## config.mk

```make
export PLATFORM = sky130hd
export DESIGN_NAME = frame_lock_seq
export DESIGN_NICKNAME = d
export VERILOG_FILES = /design/src/rtl/fls_pkg.sv /design/src/rtl/fls_line_ctr.sv /design/src/rtl/fls_frame_ctr.sv /design/src/rtl/fls_fsm.sv /design/src/rtl/frame_lock_seq.sv
export SDC_FILE = /design/constraint.sdc
export NUM_CORES = 1
export LEC_CHECK = 0
export ABC_AREA = 1
export BUFFER_PORTS_ARGS = -buffer_cell sky130_fd_sc_hd__buf_2
export CORE_ASPECT_RATIO = 1.1
export CORE_MARGIN = 10
export CORE_UTILIZATION = 60
export CTS_BUF_LIST = sky130_fd_sc_hd__clkbuf_16
export DETAILED_ROUTE_END_ITERATION = 6
export PLACE_DENSITY = 0.8
export SETUP_SLACK_MARGIN = 0.2
export SKIP_CTS_REPAIR_TIMING = 1
export SYNTH_ARGS = -nofsm -noshare
export SYNTH_HDL_FRONTEND = slang
export SYNTH_HIERARCHICAL = 1
export SYNTH_SLANG_ARGS = --single-unit
```

## constraint.sdc

```tcl
create_clock -name clk -period 5.6 [get_ports clk]
set_input_delay 0 -clock clk [delete_from_list [all_inputs] [get_ports clk]]
set_output_delay 0 -clock clk [all_outputs]
set_load 0.01 [all_outputs]
```

## src/rtl/fls_pkg.sv

```systemverilog
package fls_pkg;

  typedef enum logic [1:0] {
    ST_HOLD   = 2'd0,
    ST_SYNC   = 2'd1,
    ST_ACTIVE = 2'd2,
    ST_PORCH  = 2'd3
  } vphase_t;

  function automatic int max3(input int a, input int b, input int c);
    int m;
    m = (a > b) ? a : b;
    return (m > c) ? m : c;
  endfunction

endpackage

```

## src/rtl/fls_line_ctr.sv

```systemverilog
module fls_line_ctr #(
  parameter int CW = 9
) (
  input  logic          clk,
  input  logic          rst_n,
  input  logic          step,
  input  logic [CW-1:0] limit,
  output logic          seg_last
);

  logic [CW-1:0] cnt_q;
  logic [CW-1:0] cnt_d;

  assign seg_last = step && (cnt_q == (limit - CW'(1)));

  always_comb begin
    cnt_d = cnt_q;
    if (step) begin
      if (seg_last) cnt_d = '0;
      else          cnt_d = cnt_q + CW'(1);
    end
  end

  always_ff @(posedge clk or negedge rst_n) begin
    if (!rst_n)    cnt_q <= '0;
    else if (step) cnt_q <= cnt_d;
  end

endmodule

```

## src/rtl/fls_frame_ctr.sv

```systemverilog
module fls_frame_ctr #(
  parameter int FRAMES = 8,
  parameter int FW     = 3
) (
  input  logic          clk,
  input  logic          rst_n,
  input  logic          inc,
  input  logic          clr,
  output logic [FW-1:0] idx,
  output logic          is_final
);

  localparam logic [FW-1:0] LAST = FW'(FRAMES - 1);

  logic [FW-1:0] idx_q;
  logic [FW-1:0] idx_d;
  logic          upd;

  assign is_final = (idx_q == LAST);
  assign upd      = inc || clr;

  always_comb begin
    idx_d = idx_q;
    if (clr)           idx_d = '0;
    else if (is_final) idx_d = '0;
    else               idx_d = idx_q + FW'(1);
  end

  always_ff @(posedge clk or negedge rst_n) begin
    if (!rst_n)   idx_q <= '0;
    else if (upd) idx_q <= idx_d;
  end

  assign idx = idx_q;

endmodule

```

## src/rtl/fls_fsm.sv

```systemverilog
module fls_fsm
  import fls_pkg::*;
(
  input  logic    clk,
  input  logic    rst_n,
  input  logic    line_done,
  input  logic    in_vsync,
  input  logic    seg_last,
  input  logic    frame_final,
  output vphase_t phase,
  output logic    step,
  output logic    frame_inc,
  output logic    frame_clr,
  output logic    resync_pulse
);

  vphase_t ph_q;
  vphase_t ph_d;
  logic    resync_q;
  logic    release_hold;

  assign release_hold = (ph_q == ST_HOLD) && in_vsync;
  assign step         = line_done && (ph_q != ST_HOLD);
  assign frame_inc    = (ph_q == ST_PORCH) && seg_last;
  assign frame_clr    = release_hold;

  always_comb begin
    ph_d = ph_q;
    unique case (ph_q)
      ST_HOLD:   if (in_vsync) ph_d = ST_SYNC;
      ST_SYNC:   if (seg_last) ph_d = ST_ACTIVE;
      ST_ACTIVE: if (seg_last) ph_d = frame_final ? ST_HOLD : ST_PORCH;
      ST_PORCH:  if (seg_last) ph_d = ST_SYNC;
      default:   ph_d = ST_HOLD;
    endcase
  end

  always_ff @(posedge clk or negedge rst_n) begin
    if (!rst_n) begin
      ph_q     <= ST_HOLD;
      resync_q <= 1'b0;
    end else begin
      ph_q     <= ph_d;
      resync_q <= release_hold;
    end
  end

  assign phase        = ph_q;
  assign resync_pulse = resync_q;

endmodule

```

## src/rtl/frame_lock_seq.sv

```systemverilog
module frame_lock_seq
  import fls_pkg::*;
#(
  parameter int ACTIVE_LINES = 480,
  parameter int PORCH_LINES  = 8,
  parameter int SYNC_LINES   = 4,
  parameter int FRAMES       = 8,
  parameter int FW           = $clog2(FRAMES)
) (
  input  logic          clk,
  input  logic          rst_n,
  input  logic          line_done,
  input  logic          in_vsync,
  output logic          out_vsync,
  output logic          line_active,
  output logic [FW-1:0] frame_idx,
  output logic          resync
);

  localparam int MAXL = max3(ACTIVE_LINES, PORCH_LINES, SYNC_LINES);
  localparam int CW   = $clog2(MAXL + 1);

  vphase_t       phase;
  logic          step;
  logic          seg_last;
  logic          frame_inc;
  logic          frame_clr;
  logic          frame_final;
  logic [CW-1:0] limit;

  always_comb begin
    unique case (phase)
      ST_ACTIVE: limit = CW'(ACTIVE_LINES);
      ST_PORCH:  limit = CW'(PORCH_LINES);
      default:   limit = CW'(SYNC_LINES);
    endcase
  end

  fls_fsm u_fsm (
    .clk          (clk),
    .rst_n        (rst_n),
    .line_done    (line_done),
    .in_vsync     (in_vsync),
    .seg_last     (seg_last),
    .frame_final  (frame_final),
    .phase        (phase),
    .step         (step),
    .frame_inc    (frame_inc),
    .frame_clr    (frame_clr),
    .resync_pulse (resync)
  );

  fls_line_ctr #(.CW(CW)) u_lines (
    .clk      (clk),
    .rst_n    (rst_n),
    .step     (step),
    .limit    (limit),
    .seg_last (seg_last)
  );

  fls_frame_ctr #(.FRAMES(FRAMES), .FW(FW)) u_frames (
    .clk      (clk),
    .rst_n    (rst_n),
    .inc      (frame_inc),
    .clr      (frame_clr),
    .idx      (frame_idx),
    .is_final (frame_final)
  );

  assign out_vsync   = (phase == ST_SYNC);
  assign line_active = (phase == ST_ACTIVE);

endmodule

```

==> flow_summary.toml <==
[run_status]
status = "completed"

[clock_network]
cts.path.max_buffers = 2
root_buffer = "clkbuf_16"
htreeDepth = 1
path_clk_slew_ns = 0.05
tritoncts = "done"
insertion_delay_ns = 0.24
cts_buffers = 3
cts_sinks = 15

[die]
row_count = 17
die_y_um = 68.0
core_area_um2 = 2000
initial_core_util = 0.630
die_area_um2 = 4330
die_w_um = 63.7
top_level_ports = 10

[setup_path]
path_delay_family = "simple AND/OR/NAND/NOR gates"
crit_slowest_cell = "dfrtp_1"
required_ns = 5.74
crit_path_end_kind = "register"
path_buf_inv = 4
cp.arrival_ns = 2.64
crit_chain = "inv_1 -> ha_1 -> nor2_1 -> nand2_1 -> nor2_1 -> nand2_1 -> nor2_1 -> nand3_1 -> nor2_1 -> nand2_2 -> inv_4 -> inv_2 -> nand2_1 -> nand2_1 -> inv_1 -> nand2_1 -> nand2_1 -> nand2_1"
crit_path_frequent_cell = "nand2_1"
max_stage_delay_ns = 0.47
rr_startpoint = "u_fsm/phase[0]"
rr_endpoint = "u_fsm/phase[1]"
crit_type = "reg -> reg"
cp_max_fo = 9
cp-start-kind = "register"
reg2reg_depth = 18
r2r_setup_slack_ns = 3.10

[synth]
yosysWarnings = 6
synth_top_area_share = 0.298
synth_area_um2 = 1260
yosysTopAreaCell = "dfrtp_1"
async_flop_share = 1.00
synth_area_leaders = "dfrtp_1, nand2_1, inv_1"
synth-edff-count = 0
post-synth-top-count-cell = "nand2_1"
synth_cells = 195
syn_area_per_cell_um2 = 6.45
ys_seq_area_frac = 0.298
synth_cell_types = 19
synth_ff_type = "dfrtp_1"
ys_seq_elements = 15
synthTopCellsByCount = "nand2_1, inv_1, nor2_1"

[placed_design]
port_buffers = 9
hpwl_um = 1950
postPlaceCellArea_um2 = 1360
gp_congestion = 0.813
post-place-cells = 238

[drt]
wl_um = 2540
vias = 1156
via_per_inst = 4.76
ant_nets = 0
dr.first_iter.drc_count = 47
drc = 0
wl_per_cell_um = 10.5
drt_pass1_iterations = 4

[timing]
finalMaxSlewViolations = 0
worst_clock_skew_ns = 0.00563
tns_ns = 0
setup_violations = 0
min_period_ns = 2.50
timing.final.crit_share = 0.447
rsz0062_at_grt = "no"
fmax_ghz = 0.400
timing.slew.headroom = 0.666
finalHoldViolCount = 0
worst_pin_slew_ns = 0.500

[power]
p_leak_nw = 0.830
power.density_nw_per_um2 = 403
peakVddDrop_mv = 0.371
p_total_mw = 0.585

[layout]
stdcell_count = 243
final_cell_area_um2 = 1450
syn2layout_area_growth_pct = 15.2
nets = 228
drive_above_1_share = 0.167
antennaDiodeCount = 0

[min_path]
hold_depth = 3
hp-start = "in_vsync"
hold_end = "u_fsm/resync_pulse"
min_path_type = "in -> reg"

[run]
drv_cap = 0

[global_routing]
antenna_found_initial = 0
grt_usage = 0.123
grt_pass1_vias = 1113
grt_pass1_wl_um = 4420
grt_overflow = 0
grt_max_degree = 16
[through the flow]
step                      utilization  hold WS (ns)  setup slack, ns
final                           0.725        0.0410             3.10
after global routing            0.725        0.0744             2.85
after CTS                       0.720        -0.346             3.09
after detailed placement        0.680       -0.0847             3.12
after global placement          0.680       -0.0856             3.18
after floorplan                     -        -0.296             3.49
[area by class of cell]
cell class | count | area (um^2)
multi-input combinational | 151 | 771
fill | 184 | 549
sequential | 15 | 375
inverter | 35 | 134
clock buffer | 3 | 75.1
timing repair buffer | 10 | 55.1
tap | 28 | 35.0
clock inverter | 1 | 5.00
[worst register-to-register path: cells and delay by family, from the launching register on]
kind | cells | cell delay, ns
flops | 1 | 0.47
simple gates | 13 | 1.28
fa+ha+maj | 1 | 0.25
buf+inv | 4 | 0.40
[report_power, final]
group	internal [mW]	total, mW	switching (mW)
sequential	0.138	0.182	0.0437
clock	0.0952	0.138	0.0428
combinational	0.101	0.265	0.164
total	0.334	0.585	0.250
[metal layers]
layer	global-route usage	part of all wire	wire [um]	up-vias
li1	-	-	-	616
met1	0.122	0.42	1060	506
met2	0.246	0.52	1330	26
met3	0.0179	0.034	87	8
met4	0.0683	0.024	61	0
met5	0	0	0	-
[worst max path at each step]
| stage | startpoint | end | slack (ns) | depth (start not counted) |
|---|---|---|---|---|
| 2_1_floorplan | u_fsm/phase[0] | u_fsm/phase[0] | 3.49 | 18 |
| 3_3_place_gp | u_fsm/phase[0] | u_fsm/phase[1] | 3.18 | 18 |
| 3_5_place_dp | u_fsm/phase[0] | u_fsm/phase[1] | 3.12 | 18 |
| 4_1_cts | u_fsm/phase[0] | u_fsm/phase[1] | 3.09 | 18 |
| 5_1_grt | u_fsm/phase[0] | u_fsm/phase[1] | 2.85 | 18 |
| 6_report | u_fsm/phase[0] | u_fsm/phase[1] | 3.10 | 18 |
[sequential cells by signal, indices dropped and copies added, names as in the netlist]
signal	flops
u_frames/idx	3
u_lines/cnt_q	9
u_fsm/phase	2
u_fsm/resync_pulse	1
[cell usage in the layout (no fill, tap or decap)]
cell           count
nand2_1           70
inv_1             29
nor2_1            19
dfrtp_1           15
nor2_2            13
nand3_1           12
buf_2              9
ha_1               8
conb_1             8
xor2_1             8
inv_2              5
clkbuf_16          3
o21ai_0            3
xnor2_1            3
nand3_2            2
nand4_1            2
clkinv_2           1
dlygate4sd3_1      1
a21oi_1            1
nand2_2            1
inv_4              1
nor3_2             1
[cells by family (layout without fill, tap and decap cells)]
logic type | Yosys count | in the layout | share of synthesized area
AOI/OAI and AO/OA | 4 | 4 | 0.0159
xor gates and xnor gates | 11 | 11 | 0.0765
adders and majority gates | 8 | 8 | 0.0795
buffers and inverters | 36 | 49 | 0.110
DFF | 15 | 15 | 0.298
other | 1 | 8 | 0.00298
and+or+nand+nor | 120 | 120 | 0.417
Note: power is estimated with default switching activity, not from simulation.
